$ cat config.mk
export PLATFORM = sky130hd
export DESIGN_NAME = burstColSeq
export DESIGN_NICKNAME = d
export VERILOG_FILES = /design/src/rtl/burstColSeqPkg.sv /design/src/rtl/burstColCtrl.sv /design/src/rtl/burstColDatapath.sv /design/src/rtl/burstColSeq.sv
export SDC_FILE = /design/constraint.sdc
export NUM_CORES = 1
export LEC_CHECK = 0
export BUFFER_PORTS_ARGS = -buffer_cell sky130_fd_sc_hd__buf_2
export CAP_MARGIN = 20
export CORE_MARGIN = 2
export CORE_UTILIZATION = 54
export DETAILED_ROUTE_END_ITERATION = 8
export PLACE_DENSITY = 0.82
export RECOVER_POWER = 50
export SLEW_MARGIN = 20
export SYNTH_ARGS = -nofsm -noshare
export SYNTH_HDL_FRONTEND = slang
export SYNTH_SLANG_ARGS = --single-unit
export TNS_END_PERCENT = 30
$ cat constraint.sdc
create_clock -name clk -period 3.4 [get_ports clk]
set_input_delay 0 -clock clk [delete_from_list [all_inputs] [get_ports clk]]
set_output_delay 0 -clock clk [all_outputs]
set_load 0.02 [all_outputs]
$ cat src/rtl/burstColSeqPkg.sv
package burstColSeqPkg;
  localparam int OFF_W = 3;
  localparam int LEN_W = 2;

  typedef enum logic {ORDER_SEQ = 1'b0, ORDER_ILV = 1'b1} burstOrder_t;

  typedef struct packed {
    logic             load;
    logic             advance;
    logic [OFF_W-1:0] nextBeat;
  } seqStrobe_t;

  // In-block offset mask; equals the index of the final beat.
  function automatic logic [OFF_W-1:0] lenMask(input logic [LEN_W-1:0] code);
    case (code)
      2'd0:    lenMask = 3'b001;
      2'd1:    lenMask = 3'b011;
      default: lenMask = 3'b111;
    endcase
  endfunction
endpackage

$ cat src/rtl/burstColCtrl.sv
module burstColCtrl
  import burstColSeqPkg::*;
(
  input  logic             clk,
  input  logic             rst,
  input  logic             startStb,
  input  logic [LEN_W-1:0] lenSel,
  output seqStrobe_t       strobe,
  output logic             beatValid,
  output logic             beatLast
);
  logic             active;
  logic [OFF_W-1:0] beatCnt;
  logic [OFF_W-1:0] lastIdx;
  logic             lastHit;

  assign lastHit = active && (beatCnt == lastIdx);

  always_ff @(posedge clk) begin
    if (rst) begin
      active  <= 1'b0;
      beatCnt <= '0;
      lastIdx <= '0;
    end else if (startStb) begin
      active  <= 1'b1;
      beatCnt <= '0;
      lastIdx <= lenMask(lenSel);
    end else if (lastHit) begin
      active  <= 1'b0;
      beatCnt <= '0;
    end else if (active) begin
      beatCnt <= beatCnt + 1'b1;
    end
  end

  always_comb begin
    strobe.load     = startStb;
    strobe.advance  = active && !lastHit && !startStb;
    strobe.nextBeat = beatCnt + 1'b1;
  end

  assign beatValid = active;
  assign beatLast  = lastHit;
endmodule

$ cat src/rtl/burstColDatapath.sv
module burstColDatapath
  import burstColSeqPkg::*;
#(
  parameter int COL_W = 10
) (
  input  logic             clk,
  input  logic             rst,
  input  seqStrobe_t       strobe,
  input  logic [COL_W-1:0] startCol,
  input  logic [LEN_W-1:0] lenSel,
  input  logic             interleave,
  output logic [COL_W-1:0] beatCol
);
  localparam int HI_W = COL_W - OFF_W;

  logic [COL_W-1:0] addrReg;
  logic [OFF_W-1:0] startOff;
  logic [OFF_W-1:0] maskReg;
  burstOrder_t      orderReg;
  logic [OFF_W-1:0] seqOff;
  logic [OFF_W-1:0] ilvOff;
  logic [OFF_W-1:0] pickOff;
  logic [OFF_W-1:0] lowNext;

  always_comb begin
    seqOff  = startOff + strobe.nextBeat;
    ilvOff  = startOff ^ strobe.nextBeat;
    pickOff = (orderReg == ORDER_ILV) ? ilvOff : seqOff;
  end

  // Per-bit select: bits inside the block follow the order, bits above hold.
  for (genvar b = 0; b < OFF_W; b++) begin : gLow
    assign lowNext[b] = maskReg[b] ? pickOff[b] : addrReg[b];
  end

  always_ff @(posedge clk) begin
    if (rst) begin
      addrReg  <= '0;
      startOff <= '0;
      maskReg  <= '0;
      orderReg <= ORDER_SEQ;
    end else if (strobe.load) begin
      addrReg  <= startCol;
      startOff <= startCol[OFF_W-1:0];
      maskReg  <= lenMask(lenSel);
      orderReg <= burstOrder_t'(interleave);
    end else if (strobe.advance) begin
      addrReg  <= {addrReg[COL_W-1:OFF_W], lowNext};
    end
  end

  assign beatCol = addrReg;

  logic [HI_W-1:0] unusedHi;
  assign unusedHi = addrReg[COL_W-1:OFF_W];
endmodule

$ cat src/rtl/burstColSeq.sv
module burstColSeq
  import burstColSeqPkg::*;
#(
  parameter int COL_W = 10
) (
  input  logic             clk,
  input  logic             rst,
  input  logic             startStb,
  input  logic [COL_W-1:0] startCol,
  input  logic [1:0]       lenSel,
  input  logic             interleave,
  output logic             beatValid,
  output logic             beatLast,
  output logic [COL_W-1:0] beatCol
);
  seqStrobe_t strobe;

  burstColCtrl ctrl_i (
    .clk       (clk),
    .rst       (rst),
    .startStb  (startStb),
    .lenSel    (lenSel),
    .strobe    (strobe),
    .beatValid (beatValid),
    .beatLast  (beatLast)
  );

  burstColDatapath #(.COL_W(COL_W)) dp_i (
    .clk        (clk),
    .rst        (rst),
    .strobe     (strobe),
    .startCol   (startCol),
    .lenSel     (lenSel),
    .interleave (interleave),
    .beatCol    (beatCol)
  );
endmodule

==> reports/qor.yml, run 1 <==
critical_path:
  r2r_slack_ps: 1360
  rr_endpoint: "dp_i.beatCol[2]"
  start_kind: "register"
  cpMaxStageDelayCell: "fa_1"
  cp_cell_sequence: "ha_1, inv_1, fa_1, nor2_1, xnor3_1, a311oi_1, nor4_1"
  worstPathRequired_ps: 3580
  worstReg2RegStart: "ctrl_i.beatCnt[0]"
  r2r_cells: 7
  critPathKind: "reg2reg"
  slowest_delay_ps: 410
  critPathArrivalTime_ps: 2220
  crit_fanout: 4
  end_kind: "register"
sta:
  min_period_ps: 2040
  finalHoldViolations: 0
  setup_viol: 0
  rsz0062_at_grt: "no"
  tightestPinTransition_ps: 577
  drv_slew: 0
  holdWs_ps: 106
  fmax_mhz: 491
  slew_headroom_pct: 61.5
  fin_skew_ps: 5.16
  worst_slack_ps: 1360
  tns_ps: 0
  timing.final.crit_share_pct: 59.9
cts:
  cts_sinks: 21
  htree_levels: 1
  clk_latency_ps: 290
  cts_tree: "yes"
  cts_made_buffers: 3
  cts_buffer_depth: 2
  cts_setup_buffers: 0
  cts-root-buf: "clkbuf_4"
  clk_pin_slew_ps: 110
synthesis:
  yosys.area.top_type: "dfxtp_1"
  async_reset_ff_share_pct: 0
  ys_top_cells_by_count: "25 x nor2_1, 21 x dfxtp_1, 12 x mux2i_1"
  yosysMostFrequentCell: "nor2_1"
  avgSynthCellArea_um2: 9.16
  synth_seq_area_share_pct: 41.7
  syn_inst: 110
  synth_edf_count: 0
  yosysWarnings: 0
  synth_top_area_share_pct: 41.7
  yosys_register_bits: 21
  synth_cell_type_count: 27
  synthFlopType: "dfxtp_1"
  synthesis.area_mm2: 0.00101
  synth_fp_nets: 130
  synthTopCellsByArea: "dfxtp_1 42%, mux2i_1 12%, nor2_1 9.3%"
global_routing:
  first_global_vias: 822
  grt_max_degree: 28
  antenna_found_initial: 0
  globalRouteOverflowTotal: 0
  grtUsageTotal_pct: 20.5
  grt_pass1_wl_mm: 3.33
floorplanning:
  die_w_um: 47.2
  core_area_mm2: 0.00175
  fp.dieH_um: 47.2
  num_rows: 15
  pin_count: 28
  start_util_pct: 57.7
  dieArea_mm2: 0.00223
detailed_routing:
  wl_per_cell_um: 12.4
  drt-pass1-iter-count: 4
  routed_wl_mm: 2.14
  drcViolationCount: 0
  ant_nets: 0
  viasPerCell: 5.22
  drt_iter0_drc: 20
  num_vias: 898
power:
  power.density_mw_per_mm2: 378
  power_leakage_nw: 0.583
  ir_worst_vdd_uv: 321
  p_total_mw: 0.486
place:
  place_congestion: 0.807
  hpwl_mm: 1.39
  io_buffers: 27
  place_ws_ps: 1360
layout:
  final_util_pct: 73.6
  syn_to_final_growth_pct: 27.6
  num-nets-final: 168
  nFillCells: 135
  drive_gt1_share_pct: 18.4
  n_antenna_cell: 0
hold_path:
  min_path_type: "in2reg"
  holdPathStages: 2
  min_from: "rst"
  hold_end: "dp_i.beatCol[4]"
run_status:
  outcome: "completed"
flow_run:
  cap_violations: 0
## worst max-delay path, delay by kind of cell (launching register included)
| kind | cells | cell delay, ps |
|---|---|---|
| buf+inv | 1 | 70 |
| fa+ha+maj | 2 | 750 |
| simple gates | 2 | 210 |
| xor+xnor | 1 | 310 |
| compound gates | 1 | 230 |
| flops | 1 | 360 |
## metal layers
layer	vias to the layer above	routed length (um)	GRT usage (%)
li1	452	-	-
met1	421	1000	26.0
met2	23	1060	36.2
met3	2	60	2.31
met4	0	9	6.67
met5	-	0	0
## per-stage QoR
step                      area (um2)  instances
final                           1280        172
after global routing            1280        172
after CTS                       1290        172
after detailed placement        1130        155
after global placement          1130        155
after floorplan                 1010        110
## timing repair
item / CTS / global route
hold buffers: 13 / 0
endpoints found under the hold margin: 13 / 0
gates resized for setup: 0 / 0
## report_power, final
group,switching [mW],internal [mW],total [mW]
Combinational,0.0524,0.0446,0.0970
Sequential,0.0119,0.260,0.272
Clock,0.0714,0.0456,0.117
Total,0.136,0.351,0.486
## sequential cells by signal, summed over array words and instances (netlist names)
signal and cells:
ctrl_i.beatCnt 3, dp_i.beatCol 10, dp_i.maskReg 3, ctrl_i.beatValid 1, dp_i.orderReg 1, dp_i.startOff 3
## worst max-delay path by stage
stage / depth (start not counted) / end / start
after floorplan: 7 / dp_i.beatCol[2] / ctrl_i.beatCnt[0]
after global placement: 7 / dp_i.beatCol[2] / ctrl_i.beatCnt[0]
after detailed placement: 7 / dp_i.beatCol[2] / ctrl_i.beatCnt[0]
after CTS: 7 / dp_i.beatCol[2] / ctrl_i.beatCnt[0]
after global routing: 7 / dp_i.beatCol[2] / ctrl_i.beatCnt[0]
final: 7 / dp_i.beatCol[2] / ctrl_i.beatCnt[0]
## layout make-up
cell class                      count  area, um2  area share (%)
Multi-Input combinational cell     76        526            40.9
Sequential cell                    21        420            32.7
Clock buffer                        4       26.3            2.04
Tap cell                           25       31.3            2.43
Timing Repair Buffer               40        259            20.2
Inverter                            6       22.5            1.75
## placed cells by master, fill, tap and decap left out, drive strengths merged, types with 2 or more instances in the layout
master,instances
clkbuf,9
dfxtp,21
xnor2,4
nor3,5
ha,3
a211oi,3
inv,6
nor2,25
dlygate4sd3,13
nand2,3
a31oi,2
nand3,2
buf,22
mux2i,12
nor2b,2
a21oi,5
## logic make-up after synthesis
group           after synthesis  share of synthesized area (%)
simple gates                 40                           17.1
flops                        21                           41.7
compound gates               15                           10.9
buf+inv                      13                           6.09
mux                          12                           11.9
xor+xnor                      5                           6.46
fa+ha+maj                     4                           5.71
Power figures use the tool's default switching activity.
==> inputs of run 2 (changes only) <==
- CORE_UTILIZATION: 54 -> 45
- PLACE_DENSITY: 0.82 -> 0.73
- clock period: 3.4 -> 1.68 ns (I/O delays scaled with it)
==> reports/qor.yml, run 2 (synthesis results as in run 1) <==
layout:
  largest_reg_flops: 10  # unchanged
  n_antenna_cell: 0  # unchanged
  num-nets-final: 174  # +3.6%
  final_common_cell: "buf_2"
  drive_gt1_share_pct: 30.1  # +12 points
  layout_common_cells: "24 x buf_2, 23 x nor2_1, 19 x dfxtp_1"
  syn_to_final_growth_pct: 36.6
flow_run:
  cap_violations: 0  # unchanged
sta:
  drv_slew: 0  # unchanged
  finalHoldViolations: 0  # unchanged
  setup_viol: 1  # +1
  worst_slack_ps: -12.5  # -1370 ps
  tightestPinTransition_ps: 965  # +388 ps
  rsz0062_at_grt: "yes"
  fmax_mhz: 591  # +20%
  min_period_ps: 1690  # -346 ps
  holdWs_ps: 91.7  # -14.1 ps
  fin_skew_ps: 4.57  # -0.591 ps
  slew_headroom_pct: 35.6  # -26 points
  timing.final.crit_share_pct: 101  # +41 points
global_routing:
  antenna_found_initial: 0  # unchanged
  globalRouteOverflowTotal: 0  # unchanged
  grtUsageTotal_pct: 19.7  # -0.84 points
  grt_max_degree: 23  # -18%
  grt_pass1_wl_mm: 3.79  # +14%
  first_global_vias: 889  # +8.2%
power:
  power_leakage_nw: 0.633  # +8.5%
  ir_worst_vdd_uv: 561  # +75%
  p_comb_share_pct: 21.2  # +1.3 points
  p_sw_mw: 0.294  # +120%
  switching_share_pct: 29.0  # +1.1 points
  seqPwrFrac_pct: 54.3  # -1.7 points
  cellInternalPower_mw: 0.719  # +100%
  power.density_mw_per_mm2: 736  # +94%
  p_clk_share_pct: 24.5  # +0.4 points
detailed_routing:
  routed_wl_mm: 2.21  # +3.4%
  wl_per_cell_um: 12.2  # -1.8%
  drcViolationCount: 0  # unchanged
  viasPerCell: 4.92  # -5.7%
  num_vias: 891  # -0.78%
  drt_iter0_drc: 7  # -65%
  drt-pass1-iter-count: 4  # unchanged
  ant_nets: 0  # unchanged
critical_path:
  rr_endpoint: "dp_i.beatCol[2]"
  r2r_cells: 8  # +1
  r2r_slack_ps: -10  # -1370 ps
  end_kind: "register"
  start_kind: "register"
  worstReg2RegStart: "ctrl_i.beatCnt[0]"
  critPathKind: "reg2reg"
  crit_fanout: 3  # -1
  critPathArrivalTime_ps: 1890  # -330 ps
  worstPathRequired_ps: 1880  # -1700 ps
cts:
  cts-root-buf: "clkbuf_4"
  cts_made_buffers: 3  # unchanged
  cts_tree: "yes"
  cts_setup_buffers: 0  # unchanged
  clk_latency_ps: 310  # +20 ps
  cts_sinks: 21  # unchanged
  htree_levels: 1  # unchanged
  cts_buffer_depth: 2  # unchanged
  clk_pin_slew_ps: 120  # about the same
hold_path:
  min_from: "rst"
  hold_end: "dp_i.beatCol[7]"
  holdPathStages: 2  # unchanged
  min_path_type: "in2reg"
place:
  hpwl_mm: 1.51  # +8.8%
  place_congestion: 0.779  # -3.4%
  place_ws_ps: -101  # -1460 ps
  io_buffers: 27  # unchanged
floorplanning:
  dieArea_mm2: 0.00263  # +18%
  num_rows: 17  # +2
  core_area_mm2: 0.00217  # +24%
  pin_count: 28  # unchanged
  die_w_um: 51.3  # +8.7%
  start_util_pct: 46.4  # -11 points
  fp.dieH_um: 51.3  # +8.7%
run_status:
  violations: "negative setup slack"
  outcome: "finished, violations left"
[run 2: changes by cell type in the layout (fill, tap and decap cells not counted), moves of 2 or more]
| cell | delta |
|---|---|
| clkbuf_1 | -2 |
| buf_4 | +5 |
| nor2_1 | -2 |
| buf_2 | +2 |
| xnor2_2 | +2 |
| inv_1 | -2 |
| xnor2_1 | -2 |
| inv_2 | +2 |
| nor2_2 | +2 |
| dfxtp_1 | -2 |
| dfxtp_2 | +2 |
[run 2: worst max-delay path, stage by stage, from the launching register on]
cell and delay (ps):
dfxtp_2 360, inv_2 60, ha_1 140, inv_1 60, fa_2 370, nor2_2 100, xnor3_1 210, a311oi_1 200
nor4_1 70
[run 2: worst max-delay path by stage]
stage / startpoint / end / slack, ps
6_report: ctrl_i.beatCnt[0] / dp_i.beatCol[2] / -10
5_1_grt: ctrl_i.beatCnt[0] / dp_i.beatCol[2] / -170
4_1_cts: ctrl_i.beatCnt[0] / dp_i.beatCol[2] / -30
3_5_place_dp: ctrl_i.beatCnt[0] / dp_i.beatCol[2] / -100
3_3_place_gp: ctrl_i.beatCnt[0] / dp_i.beatCol[2] / -20
2_1_floorplan: ctrl_i.beatCnt[0] / dp_i.beatCol[2] / -3
[run 2: timing repair]
item	in CTS	in global routing
endpoints found under the hold margin	13	0
pin swaps	2	1
gates resized for setup	2	3
endpoints found under the setup margin	2	3
hold buffers	13	0
[run 2: metal layers]
layer	wire [um]	vias up	track usage, %
met5	0	-	0
met4	49	0	10.5
met3	49	5	3.51
met2	1100	14	31.2
met1	1010	412	25.5
li1	-	460	-
[run 2: cell type report]
type | instances | area (um2)
Clock inverter | 1 | 5.00
Timing Repair Buffer | 46 | 303
Clock buffer | 3 | 22.5
Sequential cell | 21 | 423
Tap cell | 28 | 35.0
Fill cell | 205 | 793
Multi-Input combinational cell | 76 | 566
Inverter | 6 | 22.5
[run 2: power by group through the flow]
stage	clock network [mW]	registers, mW	logic [mW]
6_report	0.249	0.550	0.214
5_1_grt	0.280	0.554	0.238
4_1_cts	0.258	0.549	0.212
3_5_place_dp	0	0.560	0.185
3_3_place_gp	0	0.559	0.181
2_1_floorplan	0	0.577	0.104
[run 2: stage by stage]
step / power [mW] / TNS (ps) / cell area (um2) / utilization, % / cells
after floorplan: 0.681 / -3.22 / 1020 / - / 110
after global placement: 0.740 / -20.8 / 1200 / 55.4 / 164
after detailed placement: 0.745 / -138 / 1200 / 55.4 / 164
after CTS: 1.02 / -31.2 / 1370 / 63.0 / 181
after global routing: 1.07 / -279 / 1380 / 63.4 / 181
final: 1.01 / -12.5 / 1380 / 63.4 / 181
